$ cat src/rtl/irq_tick_pkg.sv
package irq_tick_pkg;
  localparam int PRE_W    = 10;
  localparam int PRE_INIT = 341;
  localparam int PRE_DEC  = 3;

  typedef logic signed [PRE_W-1:0] pre_t;

  // Replace one nibble of the reload value, keeping the other.
  function automatic logic [7:0] nib_merge(input logic [7:0] cur, input logic hi,
                                           input logic [3:0] d);
    return hi ? {d, cur[3:0]} : {cur[7:4], d};
  endfunction

  // Prescaler value after one subtraction step.
  function automatic pre_t pre_sub(input pre_t p);
    return p - pre_t'(PRE_DEC);
  endfunction

  // True when a subtracted value asks for an advance of the count.
  function automatic logic pre_hit(input pre_t d);
    return d <= pre_t'(0);
  endfunction
endpackage

$ cat src/rtl/itt_latch.sv
module itt_latch #(
  parameter int W = 8
) (
  input  logic         clk,
  input  logic         rst_n,
  input  logic         wr_lo,
  input  logic         wr_hi,
  input  logic [W/2-1:0] d,
  output logic [W-1:0] lat
);
  always_ff @(posedge clk) begin
    if (!rst_n)      lat <= '0;
    else if (wr_lo)  lat <= {lat[W-1:W/2], d};
    else if (wr_hi)  lat <= {d, lat[W/2-1:0]};
  end
endmodule

$ cat src/rtl/itt_prescaler.sv
module itt_prescaler
  import irq_tick_pkg::*;
(
  input  logic clk,
  input  logic rst_n,
  input  logic preset,
  input  logic step,
  output pre_t pre_q,
  output logic fire
);
  pre_t diff;
  always_comb begin
    diff = pre_sub(pre_q);
    fire = step && pre_hit(diff);
  end

  always_ff @(posedge clk) begin
    if (!rst_n)      pre_q <= '0;
    else if (preset) pre_q <= pre_t'(PRE_INIT);
    else if (step)   pre_q <= fire ? diff + pre_t'(PRE_INIT) : diff;
  end
endmodule

$ cat src/rtl/itt_counter.sv
module itt_counter #(
  parameter int W = 8
) (
  input  logic         clk,
  input  logic         rst_n,
  input  logic         load,
  input  logic         adv,
  input  logic         clr,
  input  logic [W-1:0] lat,
  output logic [W-1:0] cnt,
  output logic         pend,
  output logic         wrap
);
  localparam logic [W-1:0] TOP = '1;

  assign wrap = adv && (cnt == TOP);

  always_ff @(posedge clk) begin
    if (!rst_n)     cnt <= '0;
    else if (load)  cnt <= lat;
    else if (adv)   cnt <= wrap ? lat : cnt + 1'b1;
  end

  always_ff @(posedge clk) begin
    if (!rst_n)     pend <= 1'b0;
    else if (clr)   pend <= 1'b0;
    else if (wrap)  pend <= 1'b1;
  end
endmodule

$ cat src/rtl/irq_tick_timer.sv
module irq_tick_timer
  import irq_tick_pkg::*;
#(
  parameter int W = 8
) (
  input  logic         clk,
  input  logic         rst_n,
  input  logic         cpu_tick,
  input  logic         wr_lat_lo,
  input  logic         wr_lat_hi,
  input  logic         wr_ctrl,
  input  logic         ack,
  input  logic [W-1:0] wr_data,
  output logic         irq,
  output logic [W-1:0] cnt_q,
  output logic [W-1:0] lat_q
);
  localparam int NW = W / 2;

  logic en_q, mode_q, ea_q;
  logic tick_ok, pre_step, pre_fire, cnt_adv, cnt_wrap;
  pre_t pre_q;

  always_ff @(posedge clk) begin
    if (!rst_n) begin
      en_q <= 1'b0; mode_q <= 1'b0; ea_q <= 1'b0;
    end else if (wr_ctrl) begin
      mode_q <= wr_data[2];
      en_q   <= wr_data[1];
      ea_q   <= wr_data[0];
    end else if (ack) begin
      en_q   <= ea_q;
    end
  end

  // Named internal events
  assign tick_ok  = cpu_tick && en_q && !wr_ctrl && !ack;
  assign pre_step = tick_ok && !mode_q;
  assign cnt_adv  = tick_ok && (mode_q || pre_fire);

  itt_latch #(.W(W)) u_lat (
    .clk(clk), .rst_n(rst_n), .wr_lo(wr_lat_lo), .wr_hi(wr_lat_hi),
    .d(wr_data[NW-1:0]), .lat(lat_q)
  );

  itt_prescaler u_pre (
    .clk(clk), .rst_n(rst_n), .preset(wr_ctrl), .step(pre_step),
    .pre_q(pre_q), .fire(pre_fire)
  );

  itt_counter #(.W(W)) u_cnt (
    .clk(clk), .rst_n(rst_n), .load(wr_ctrl && wr_data[1]), .adv(cnt_adv),
    .clr(wr_ctrl || ack), .lat(lat_q), .cnt(cnt_q), .pend(irq), .wrap(cnt_wrap)
  );
endmodule

$ cat config.mk
export PLATFORM = sky130hd
export DESIGN_NAME = irq_tick_timer
export DESIGN_NICKNAME = d
export VERILOG_FILES = /design/src/rtl/irq_tick_pkg.sv /design/src/rtl/itt_latch.sv /design/src/rtl/itt_prescaler.sv /design/src/rtl/itt_counter.sv /design/src/rtl/irq_tick_timer.sv
export SDC_FILE = /design/constraint.sdc
export NUM_CORES = 1
export LEC_CHECK = 0
export CAP_MARGIN = 20
export CORE_AREA = 2 2 79 99
export CTS_CLUSTER_DIAMETER = 40
export CTS_CLUSTER_SIZE = 30
export DETAILED_ROUTE_END_ITERATION = 10
export DIE_AREA = 0 0 81 101
export DONT_BUFFER_PORTS = 1
export PLACE_DENSITY = 0.47
export RECOVER_POWER = 100
export SYNTH_ARGS = -nofsm -noshare
export SYNTH_HDL_FRONTEND = slang
export SYNTH_SLANG_ARGS = --single-unit
export TNS_END_PERCENT = 100
$ cat constraint.sdc
create_clock -name clk -period 4.34 [get_ports clk]
set_clock_uncertainty 0.1 [all_clocks]
set_input_delay 0.651 -clock clk [delete_from_list [all_inputs] [get_ports clk]]
set_output_delay 0.651 -clock clk [all_outputs]
set_load 0.01 [all_outputs]
# Word level (Yosys, flattened, before mapping)
# Index checks and enable logic that the tools add are counted.
# classes
addsub	3
magnitude_cmp	1
n_eq_ne	1
n_mux	9
bitwise	2
n_reduce_logical	19
# op_table
op	count
$mux 8	3
$mux 9	2
$add 10x10->10 const B	1
$le 10x1->1 const B	1
$mux 10	1
$sub 10x3->10 const B	1
$add 8x1->8 const B	1
$eq 8x8->1 const B	1
$logic_and 1x1->1	8
$reduce_bool 2->1	3
$mux 4	1
$reduce_or 2->1	2
$logic_not 1->1	3
$logic_or 1x1->1	2
$mux 1	2
$not 1->1	2
$reduce_and 2->1	1
# word_totals
reg_bits	30
input_bits	15
output_inout_bits	17
word_cells	44

# Depth between registers and ports, before layout
# Gate-level depths: netlist (run 1).
# depth
depth_word	11
depth_mapped	12
ltp_nobuf	9

# Cells and area by module
# Synthesis (run 1) repeated with hierarchy kept, for this count alone.
# unflattened
hier_cells	266
hier_area_um2	2177.1
# by_module_without_submodules
mod	instances	cells_each	area_per_inst_um2	seq_area_each_um2
itt_prescaler	1	151	1113.6	200.2
itt_counter	1	67	561.8	180.2
itt_latch	1	32	336.6	160.2
irq_tick_timer	1	16	165.2	60.1

# Worst setup path after synthesis (run 1)
# Ideal clock, no wire load.
# synth_timing
path_kind	flip-flop to flip-flop
start	reg u_pre.pre_q[2]
end	reg u_pre.pre_q[4]
setup_ns	0.122
arrival_ns	2.665
t_required_ns	4.118
path_slack_ns	1.454
stages_incl_launch_ff	12
n_path_buf	3
path_cell_list	dfxtp_1 buf_2 buf_1 inv_1 ha_1 a211o_1 or4_4 nand2_2 a21oi_2 buf_6 o211a_1 o311a_1
# synth_via
elab_chain_len	6
# synth_lines
item	line	text
start: declaration	itt_prescaler.sv:8	output pre_t pre_q,
start signal: assignment	itt_prescaler.sv:19	else if (preset) pre_q <= pre_t'(PRE_INIT);
start signal: assignment	itt_prescaler.sv:20	else if (step) pre_q <= fire ? diff + pre_t'(PRE_INIT) : diff;
$sub 10x3->10 (*)	irq_tick_pkg.sv:16	return p - pre_t'(PRE_DEC);
$le 10x1->1	irq_tick_pkg.sv:21	return d <= pre_t'(0);
$logic_and 1x1->1	itt_prescaler.sv:14	fire = step && pre_hit(diff);
$mux 10 (*)	itt_prescaler.sv:20	
$mux 9 (*)	itt_prescaler.sv:20	
$mux 9 (*)	itt_prescaler.sv:19	
# Mark *: on every way between the ends. The rest lies on a longest branch, timed or not. The select of a mux whose other input is x is not followed.
# A chain may end at the register's enable or synchronous reset.

# Worst setup path after layout (run 1)
# layout_timing
start	reg u_pre.pre_q[2]
end	reg u_pre.pre_q[3]
# layout_via
elab_chain_len	4
# layout_lines
item	line
$sub 10x3->10 (*)	irq_tick_pkg.sv:16
$le 10x1->1	irq_tick_pkg.sv:21
$logic_and 1x1->1	itt_prescaler.sv:14
$mux 10 (*)	itt_prescaler.sv:20
# Mark *: on every way between the ends. The rest lies on a longest branch, timed or not.

==> reports/results.md, run 1 <==
Logic synthesis
- **ys flop type** dfxtp_1
- **combined area of all synthesized cells** 2120 µm²
- **yosys synthesis warning count** 0
- **synthesized net count** 284
- **synthesized instance count** 265
- **number of distinct library cells after synthesis** 60
- **syn avg cell area** 7.98 µm²
- **Synth Register Bits** 30
- **EDFF count, synth** 0
- **ys async rst share** 0
- **portion of the post-synthesis area used by sequential elements** 0.284

Pwr
- **total power divided by cell area** 289 nW/µm²
- **maximum resistive drop on vdd** 0.126 mV
- **leakage power of the design** 0.797 nW

STA
- **hold slack** 0.331 ns
- **total negative slack** 0 ns
- **clock period minus worst slack** 3.60 ns
- **ratio of final minimum period to clock period** 0.830
- **highest clock frequency the design can meet** 278 MHz
- **setup repair after global routing missed its margin** no
- **max-slew violation total from the final report** 0
- **number of hold-slack violations in the final timing report** 0
- **transition time at the pin with the least slew margin** 0.771 ns
- **remaining max-slew budget at the tightest pin** 0.485
- **Final Setup Violations** 0

Placed design
- **estimated wirelength of the detail-placed design** 4250 µm
- **gp weighted congestion** 0.837
- **I/O Buffers** 0
- **placed instance count** 337

Clock network
- **clk sinks** 30
- **Gates resized, CTS repair** 0
- **maximum level of the CTS H-tree** 2
- **cts bufs inserted** 5
- **hold bufs inserted after CTS** 0
- **post-CTS setup-driven buffer insertion count** 0
- **CTS Root Buffer Type** clkbuf_8
- **Max clock buf depth** 2
- **clock slew at reported path FFs** 0.08 ns
- **clock tree from TritonCTS** yes
- **Skew-Pair Late Insertion Delay** 0.29 ns

Critical path
- **R2R Path Start** u_pre.pre_q[2]$_SDFFE_PN0P_
- **CP startpoint kind** flop
- **path type of the worst setup path** flop to flop
- **required time worst endpoint** 4.46 ns
- **largest fanout on the critical path** 17
- **Data arrival, critical path** 3.72 ns
- **Critical Path Sink Type** flop
- **register-to-register setup slack** 0.74 ns
- **Critical Path Source** u_pre.pre_q[2]$_SDFFE_PN0P_

Layout
- **post-layout net count** 271
- **synthesis-to-layout area growth** 4.91%
- **diodes inserted** 0
- **final cell count without fillers** 345
- **layout filler cell count** 793
- **share of layout cells above drive strength 1** 0.0672

Floorplan
- **I/O pins** 32
- **Die Footprint** 8180 µm²
- **die width** 81 µm
- **number of rows created at floorplan** 35
- **core area** 7270 µm²
- **Chip Height** 101 µm
- **Initial Util** 0.291

Outcome
- **outcome** complete, no violations

Global routing
- **pin count of the biggest net entering global routing** 29
- **sum of overflow across all layers after global routing** 0
- **global-route usage over all layers** 0.151
- **number of antenna violations at the first check in global routing** 0
- **global-route wire length before repair** 9610 µm
- **number of global-route vias before repair** 1,864

Route
- **count of nets left with antenna violations after detail routing** 0
- **number of DRC violations after detailed-routing iteration 0** 117
- **iteration count of the initial detailed-routing pass** 4
- **number of remaining DRC errors** 0
- **total vias in the final route** 1,918
- **vias per cell** 5.56
- **average wire length per cell after detail routing** 16.7 µm
- **drt total wl** 5780 µm

Hold path
- **worst min-delay path startpoint** ack
- **kind of path behind the tightest hold check** input pin to flop

Job
- **max-cap violations** 0

==> Yosys cell counts (all sizes together) (4+ instances only) <==
master	instances	area, µm²
and3	5	31.3
nor3	7	40.0
xnor2	6	52.6
o21ai	21	105
or4	5	45.0
nor2	8	30.0
buf	6	40.0
nor2b	13	83.8
nand2	26	100
ha	4	50.1
a21oi	13	72.6
mux2i	12	120
inv	7	26.3
dfxtp	30	601
nand3	7	35.0
or3	5	31.3
o31ai	10	80.1
nor3b	4	30.0
clkbuf	16	60.1
==> cell families (layout without fill, tap and decap cells) <==
| kind of cell | after synthesis | after routing | share of synthesized area |
|---|---|---|---|
| and+or+nand+nor | 99 | 99 | 0.268 |
| AOI/OAI and AO/OA | 83 | 83 | 0.275 |
| DFF | 30 | 30 | 0.284 |
| buffers and inverters | 29 | 17 | 0.0597 |
| muxes | 12 | 12 | 0.0568 |
| xor gates and xnor gates | 8 | 8 | 0.0331 |
| adders and majority gates | 4 | 4 | 0.0237 |
==> flip-flops by register name, indices dropped and copies added (netlist names) <==
signal / cells
u_pre.pre_q: 10
u_cnt.cnt: 8
u_lat.lat: 8
ea_q: 1
en_q: 1
mode_q: 1
u_cnt.pend: 1
==> per-stage QoR <==
step	utilization	area, µm²	setup WS (ns)	total power, mW
global route	0.305	2220	0.386	0.679
floorplan	-	2120	1.45	0.397
finish	0.305	2220	0.738	0.642
global placement	0.295	2150	1.06	0.410
CTS	0.308	2240	1.05	0.657
detailed placement	0.295	2150	1.04	0.410
==> power breakdown <==
| part | switching, mW | internal [mW] | leakage [nW] |
|---|---|---|---|
| combinational | 0.0533 | 0.0419 | 0.503 |
| clock | 0.111 | 0.128 | 0.0482 |
| sequential | 0.0195 | 0.287 | 0.246 |
| total | 0.184 | 0.457 | 0.797 |
==> layout by cell type (no fill, tap or decap), drive strengths merged, types with 4 or more instances in the layout <==
master	count
o31ai	10
nand2	26
mux2i	12
or3	5
clkbuf	8
nor3b	4
nor2b	13
ha	4
a21oi	13
nand3	7
nor2	8
or4	5
inv	7
xnor2	6
nor3	7
dfxtp	30
o21ai	21
and3	5
==> layout make-up <==
class | count | area (µm²) | area share
multi-input combinational | 206 | 1380 | 0.620
tap | 92 | 115 | 0.0519
inverter | 7 | 26.3 | 0.0118
sequential | 30 | 601 | 0.271
clock buffer | 7 | 86.3 | 0.0389
clock inverter | 1 | 5.00 | 0.00225
timing repair buffer | 2 | 11.3 | 0.00507
==> worst max-delay path, cell delays in order, from the launching register on <==
cell	delay, ns
dfxtp_1	0.30
clkbuf_1	0.58
inv_1	0.19
ha_1	0.31
a211o_1	0.35
o31ai_1	0.37
nand2_2	0.14
a21oi_2	0.46
o32ai_1	0.22
or3_1	0.38
a21oi_1	0.14
==> worst paths after layout <==
path,cells after the start,to
worst max-delay path,10,u_pre.pre_q[3]$_SDFFE_PP0P_
worst min-delay path,1,u_cnt.pend$_SDFFE_PP0P_
worst min register to register,2,u_cnt.cnt[1]$_SDFFE_PN0P_
worst max register to register,10,u_pre.pre_q[3]$_SDFFE_PP0P_
==> layer usage <==
metal / GRT usage / routed length (µm) / up-vias
met2: 0.276 / 2930 / 53
met5: 0 / 0 / -
li1: - / - / 957
met4: 0.0365 / 57 / 0
met3: 0.0296 / 278 / 5
met1: 0.177 / 2510 / 903
Note: power is estimated with default switching activity, not from simulation.
==> run 2: changes to the inputs <==
==> constraint.sdc (replaced) <==
create_clock -name clk -period 3.75 [get_ports clk]
set_clock_uncertainty 0.1 [all_clocks]
set_input_delay 0.5625 -clock clk [delete_from_list [all_inputs] [get_ports clk]]
set_output_delay 0.5625 -clock clk [all_outputs]
set_load 0.01 [all_outputs]
==> run 2 against run 1 <==
  * Core utilization rose by 0.84 points
  * Sequential share of layout area shrank 0.73 points
  * Count of clock-buffer cells in the layout down 2
  * Largest power group unchanged
  * Cell count grew 1.4%
  * Power rose by 24%
==> reports/results.md, run 2 (synthesis results as in run 1) <==
STA
- **clock period minus worst slack** 3.14 ns, was 3.60 ns
- **max-slew violation total from the final report** 0, unchanged
- **hold slack** 0.249 ns, was 0.331 ns
- **ratio of final minimum period to clock period** 0.836, was 0.830
- **setup repair after global routing missed its margin** no, unchanged
- **total negative slack** 0 ns, unchanged
- **transition time at the pin with the least slew margin** 0.664 ns, was 0.771 ns
- **remaining max-slew budget at the tightest pin** 0.553, was 0.485
- **final critical-path setup slack** 0.613 ns, was 0.738 ns
- **Final Setup Violations** 0, unchanged
- **number of hold-slack violations in the final timing report** 0, unchanged
- **highest clock frequency the design can meet** 319 MHz, was 278 MHz

Placed design
- **gp weighted congestion** 0.803, was 0.837
- **I/O Buffers** 0, unchanged
- **worst slack after detailed placement** 0.765 ns, was 1.04 ns
- **estimated wirelength of the detail-placed design** 4290 µm, was 4250 µm
- **cell area reported after detailed placement** 2180 µm², was 2150 µm²

Pwr
- **maximum resistive drop on vdd** 0.143 mV, was 0.126 mV
- **total power divided by cell area** 349 nW/µm², was 289 nW/µm²
- **overall power consumption** 0.796 mW, was 0.642 mW
- **leakage power of the design** 0.827 nW, was 0.797 nW

Outcome
- **outcome** complete, no violations, unchanged

Global routing
- **global-route wire length before repair** 9600 µm, was 9610 µm
- **number of antenna violations at the first check in global routing** 0, unchanged
- **pin count of the biggest net entering global routing** 29, unchanged
- **number of global-route vias before repair** 1,899, was 1,864
- **global-route usage over all layers** 0.150, was 0.151
- **sum of overflow across all layers after global routing** 0, unchanged

Clock network
- **post-CTS setup-driven buffer insertion count** 0, unchanged
- **CTS Root Buffer Type** clkbuf_8, unchanged
- **Skew-Pair Late Insertion Delay** 0.29 ns, about the same
- **Gates resized, CTS repair** 0, unchanged
- **hold bufs inserted after CTS** 0, unchanged
- **Max clock buf depth** 2, unchanged
- **maximum level of the CTS H-tree** 2, unchanged
- **cts bufs inserted** 5, unchanged
- **clock tree from TritonCTS** yes, unchanged
- **clock slew at reported path FFs** 0.07 ns, was 0.08 ns
- **clk sinks** 30, unchanged

Layout
- **synthesis-to-layout area growth** 7.81%, was 4.91%
- **final non-filler cell area** 2280 µm², was 2220 µm²
- **number of flip-flops in the largest register** 10, unchanged
- **registers with the most flip-flops** u_pre.pre_q x10, u_cnt.cnt x8, u_lat.lat x8, unchanged
- **leading cell types in the layout, fill and taps excluded** 30 x dfxtp_1, 25 x nand2_1, 18 x o21ai_0, was 30 x dfxtp_1, 25 x nand2_1, 19 x o21ai_0
- **post-layout net count** 276, was 271
- **layout filler cell count** 814, was 793
- **largest reg by FF count** u_pre.pre_q, unchanged
- **most common cell after layout, fill and taps aside** dfxtp_1, unchanged
- **share of layout cells above drive strength 1** 0.0930, was 0.0672
- **diodes inserted** 0, unchanged

Floorplan
- **Die Footprint** 8180 µm², unchanged
- **I/O pins** 32, unchanged
- **Chip Height** 101 µm, unchanged
- **Initial Util** 0.291, unchanged
- **core area** 7270 µm², unchanged
- **number of rows created at floorplan** 35, unchanged
- **die width** 81 µm, unchanged

Critical path
- **worst path cell trace** ha_1, clkbuf_1, nor4b_1, o21ai_0, nor3b_1, a21oi_1, o21ai_1, and3_1, a31o_1, was clkbuf_1, inv_1, ha_1, a211o_1, o31ai_1, nand2_2, a21oi_2, o32ai_1, or3_1, a21oi_1
- **path type of the worst setup path** flop to flop, unchanged
- **CP startpoint kind** flop, unchanged
- **Data arrival, critical path** 3.26 ns, was 3.72 ns
- **largest fanout on the critical path** 9, was 17
- **Critical Path Sink Type** flop, unchanged
- **Critical Path Slowest Stage Cell** nor3b_1, was clkbuf_1
- **required time worst endpoint** 3.87 ns, was 4.46 ns
- **CP bufs+invs** 1, was 2
- **slowest stage delay, CP** 0.47 ns, was 0.58 ns
- **kind of cell with the highest combined delay on the critical path** compound AO/OA/AOI/OAI gates, unchanged

Route
- **number of remaining DRC errors** 0, unchanged
- **iteration count of the initial detailed-routing pass** 4, unchanged
- **vias per cell** 5.61, was 5.56
- **count of nets left with antenna violations after detail routing** 0, unchanged
- **drt total wl** 5730 µm, was 5780 µm
- **average wire length per cell after detail routing** 16.4 µm, was 16.7 µm
- **total vias in the final route** 1,965, was 1,918
- **number of DRC violations after detailed-routing iteration 0** 103, was 117

Hold path
- **kind of path behind the tightest hold check** input pin to flop, unchanged

Job
- **max-cap violations** 0, unchanged

## run 2: power breakdown
part	leakage [nW]	total, mW	internal (mW)	switching, mW
Clock	0.0579	0.328	0.196	0.133
Combinational	0.523	0.115	0.0506	0.0642
Sequential	0.246	0.353	0.333	0.0204
Total	0.827	0.796	0.579	0.217
## run 2: routing by layer
| layer | global-route usage | vias to the layer above | part of all wire |
|---|---|---|---|
| li1 | - | 970 | - |
| met1 | 0.165 | 946 | 0.42 |
| met2 | 0.279 | 40 | 0.52 |
| met3 | 0.0314 | 9 | 0.044 |
| met4 | 0.0495 | 0 | 0.016 |
| met5 | 0 | - | 0 |
## run 2: final timing paths
| kind | start | endpoint | slack (ns) | depth (start not counted) |
|---|---|---|---|---|
| worst max-delay path | u_pre.pre_q[1]$_SDFFE_PP0P_ | u_cnt.cnt[3]$_SDFFE_PN0P_ | 0.61 | 9 |
| worst min-delay path | ack | u_cnt.pend$_SDFFE_PP0P_ | 0.25 | 1 |
| worst max register to register | u_pre.pre_q[1]$_SDFFE_PP0P_ | u_cnt.cnt[3]$_SDFFE_PN0P_ | 0.61 | 9 |
| worst min register to register | u_lat.lat[1]$_SDFFE_PN0P_ | u_cnt.cnt[1]$_SDFFE_PN0P_ | 0.42 | 2 |
## run 2: layout make-up
| type | instances | area, µm² | share of cell area |
|---|---|---|---|
| clock buffers | 5 | 68.8 | 0.0302 |
| clock inverters | 3 | 40.0 | 0.0176 |
| inverters | 7 | 26.3 | 0.0115 |
| flip-flops and latches | 30 | 601 | 0.263 |
| repair buffers | 7 | 45.0 | 0.0197 |
| well taps | 92 | 115 | 0.0505 |
| multi-input cells | 206 | 1390 | 0.607 |
## run 2: stage by stage
step	std cells	util
CTS	350	0.315
finish	350	0.314
detailed placement	342	0.300
global placement	342	0.300
floorplan	265	-
global route	350	0.314
## run 2: worst register-to-register path, cell delays in order (launching register included)
cell      delay [ns]
dfxtp_1         0.43
ha_1            0.36
clkbuf_1        0.30
nor4b_1         0.25
o21ai_0         0.20
nor3b_1         0.47
a21oi_1         0.33
o21ai_1         0.34
and3_1          0.20
a31o_1          0.09
==> run 3: changes to the inputs <==
==> constraint.sdc (replaced) <==
create_clock -name clk -period 3 [get_ports clk]
set_clock_uncertainty 0.1 [all_clocks]
set_input_delay 0.45 -clock clk [delete_from_list [all_inputs] [get_ports clk]]
set_output_delay 0.45 -clock clk [all_outputs]
set_load 0.01 [all_outputs]
==> run 3 against run 2 <==
  * Sequential power increased by 25%
  * Worst hold slack got worse by 0.11 ns
  * Non-clock buffer count increased by 3
  * Cell area increased by 0.16%
  * Wire length increased by 1.9%
  * Register-to-register slack got worse by 0.42 ns
  * Core utilization increased by 0.052 points
  * Sequential cell count unchanged
  * Setup slack got worse by 0.42 ns
  * Cell count increased by 0.57%
  * Fmax increased by 12%
  * Clock power decreased by 3%
  * Critical endpoint is now u_pre.pre_q[5]$_SDFFE_PP0P_
==> reports/results.md, run 3 (synthesis results as in run 1) <==
Layout
- **share of layout cells above drive strength 1** 0.104, was 0.0930
- **FF+latch area** 601 µm², unchanged
- **post-route core utilization** 0.314, about the same
- **registers with the most flip-flops** u_pre.pre_q x10, u_cnt.cnt x8, u_lat.lat x8, unchanged
- **post-layout net count** 279, was 276
- **final non-filler cell area** 2280 µm², about the same
- **synthesis-to-layout area growth** 7.98%, was 7.81%
- **diodes inserted** 0, unchanged
- **layout filler cell count** 803, was 814
- **combined area of the multi-input logic cells** 1400 µm², was 1390 µm²
- **leading cell types in the layout, fill and taps excluded** 30 x dfxtp_1, 25 x nand2_1, 18 x o21ai_0, unchanged
- **largest reg by FF count** u_pre.pre_q, unchanged
- **number of flip-flops in the largest register** 10, unchanged
- **most common cell after layout, fill and taps aside** dfxtp_1, unchanged

STA
- **max-slew violation total from the final report** 0, unchanged
- **clock period minus worst slack** 2.80 ns, was 3.14 ns
- **Final Setup Violations** 0, unchanged
- **total negative slack** 0 ns, unchanged
- **transition time at the pin with the least slew margin** 0.570 ns, was 0.664 ns
- **highest clock frequency the design can meet** 357 MHz, was 319 MHz
- **ratio of final minimum period to clock period** 0.935, was 0.836
- **hold slack** 0.140 ns, was 0.249 ns
- **setup repair after global routing missed its margin** no, unchanged
- **number of hold-slack violations in the final timing report** 0, unchanged
- **remaining max-slew budget at the tightest pin** 0.615, was 0.553

Route
- **average wire length per cell after detail routing** 16.6 µm, was 16.4 µm
- **routed length on met1** 2480 µm, was 2410 µm
- **uppermost metal layer occupied by signal nets** met4, unchanged
- **iteration count of the initial detailed-routing pass** 4, unchanged
- **WL met3** 288 µm, was 251 µm
- **total vias in the final route** 1,966, was 1,965
- **number of DRC violations after detailed-routing iteration 0** 78, was 103
- **number of remaining DRC errors** 0, unchanged
- **drt total wl** 5840 µm, was 5730 µm
- **vias per cell** 5.59, was 5.61
- **count of nets left with antenna violations after detail routing** 0, unchanged
- **met2 layer wire length in the routed design** 2980 µm, was 2970 µm

Critical path
- **required time worst endpoint** 3.09 ns, was 3.87 ns
- **Critical Path Sink Type** flop, unchanged
- **largest fanout on the critical path** 7, was 9
- **Data arrival, critical path** 2.90 ns, was 3.26 ns
- **path type of the worst setup path** flop to flop, unchanged
- **CP startpoint kind** flop, unchanged

Clock network
- **clk sinks** 30, unchanged
- **cts bufs inserted** 5, unchanged
- **clock slew at reported path FFs** 0.07 ns, about the same
- **maximum level of the CTS H-tree** 2, unchanged
- **clock tree from TritonCTS** yes, unchanged
- **post-CTS setup-driven buffer insertion count** 0, unchanged
- **Skew-Pair Late Insertion Delay** 0.28 ns, was 0.29 ns
- **Max clock buf depth** 2, unchanged
- **CTS Root Buffer Type** clkbuf_8, unchanged

Pwr
- **overall power consumption** 0.910 mW, was 0.796 mW
- **leakage power of the design** 0.831 nW, was 0.827 nW
- **total power divided by cell area** 398 nW/µm², was 349 nW/µm²
- **maximum resistive drop on vdd** 0.153 mV, was 0.143 mV

Floorplan
- **Chip Height** 101 µm, unchanged
- **die width** 81 µm, unchanged
- **number of rows created at floorplan** 35, unchanged
- **I/O pins** 32, unchanged
- **Initial Util** 0.291, unchanged
- **Die Footprint** 8180 µm², unchanged
- **core area** 7270 µm², unchanged

Outcome
- **outcome** complete, no violations, unchanged

Placed design
- **estimated wirelength of the detail-placed design** 4350 µm, was 4290 µm
- **I/O Buffers** 0, unchanged
- **cell area reported after detailed placement** 2210 µm², was 2180 µm²
- **gp weighted congestion** 0.812, was 0.803

Global routing
- **number of antenna violations at the first check in global routing** 0, unchanged
- **pin count of the biggest net entering global routing** 29, unchanged
- **global-route usage over all layers** 0.154, was 0.150
- **sum of overflow across all layers after global routing** 0, unchanged
- **global-route wire length before repair** 9920 µm, was 9600 µm
- **number of global-route vias before repair** 1,911, was 1,899

Hold path
- **kind of path behind the tightest hold check** input pin to flop, unchanged

Job
- **max-cap violations** 0, unchanged

-- run 3: cell count changes in the layout (fill, tap and decap cells not counted) --
cell       before  now
buf_4           5    7
a21oi_1        12   11
a21oi_4         0    1
bufinv_16       1    0
clkbuf_2        0    1
nor2b_1        12   13
nor2b_2         1    0
nor3b_1         4    3
nor3b_2         0    1
-- run 3: worst paths after layout --
check        cells after the start  slack, ns                           to                   startpoint
max                             10       0.20  u_pre.pre_q[5]$_SDFFE_PP0P_  u_pre.pre_q[2]$_SDFFE_PN0P_
min                              1       0.14      u_cnt.pend$_SDFFE_PP0P_                          ack
max reg2reg                     10       0.20  u_pre.pre_q[5]$_SDFFE_PP0P_  u_pre.pre_q[2]$_SDFFE_PN0P_
min reg2reg                      2       0.43          mode_q$_SDFFE_PN0P_          mode_q$_SDFFE_PN0P_
-- run 3: where the power goes --
part,switching [mW],internal [mW],total [mW]
combinational,0.0825,0.0665,0.149
sequential,0.0271,0.416,0.443
clock,0.163,0.156,0.319
-- run 3: cell type report --
type,instances,share of cell area
Clock buffer,5,0.0301
Clock inverter,2,0.00438
Inverter,7,0.0115
Multi-Input combinational cell,206,0.612
Sequential cell,30,0.263
Tap cell,92,0.0504
Timing Repair Buffer,10,0.0285
-- run 3: repair_timing --
action	CTS	global route
resized for setup	0	2
hold buffers	0	0
endpoints found under the setup margin	0	2
-- run 3: worst max-delay path, stage by stage (launching register included) --
cell	delay (ns)
dfxtp_1	0.44
inv_1	0.12
ha_1	0.27
a211o_1	0.37
or4_4	0.45
nand2_2	0.13
a21oi_2	0.09
clkbuf_2	0.18
a2111oi_2	0.41
o21ai_1	0.10
o31ai_1	0.07
-- run 3: routing by layer --
metal  global-route usage  vias to the layer above
li1                     -                      972
met4               0.0430                        0
met1                0.179                      930
met5                    0                        -
met2                0.282                       55
met3               0.0305                        9
-- run 3: per-stage QoR --
| step | instances | worst slack [ns] |
|---|---|---|
| 6_report | 352 | 0.196 |
| 3_3_place_gp | 345 | 0.168 |
| 3_5_place_dp | 345 | 0.204 |
| 5_1_grt | 352 | 0.0130 |
| 4_1_cts | 352 | 0.203 |
| 2_1_floorplan | 265 | 0.114 |
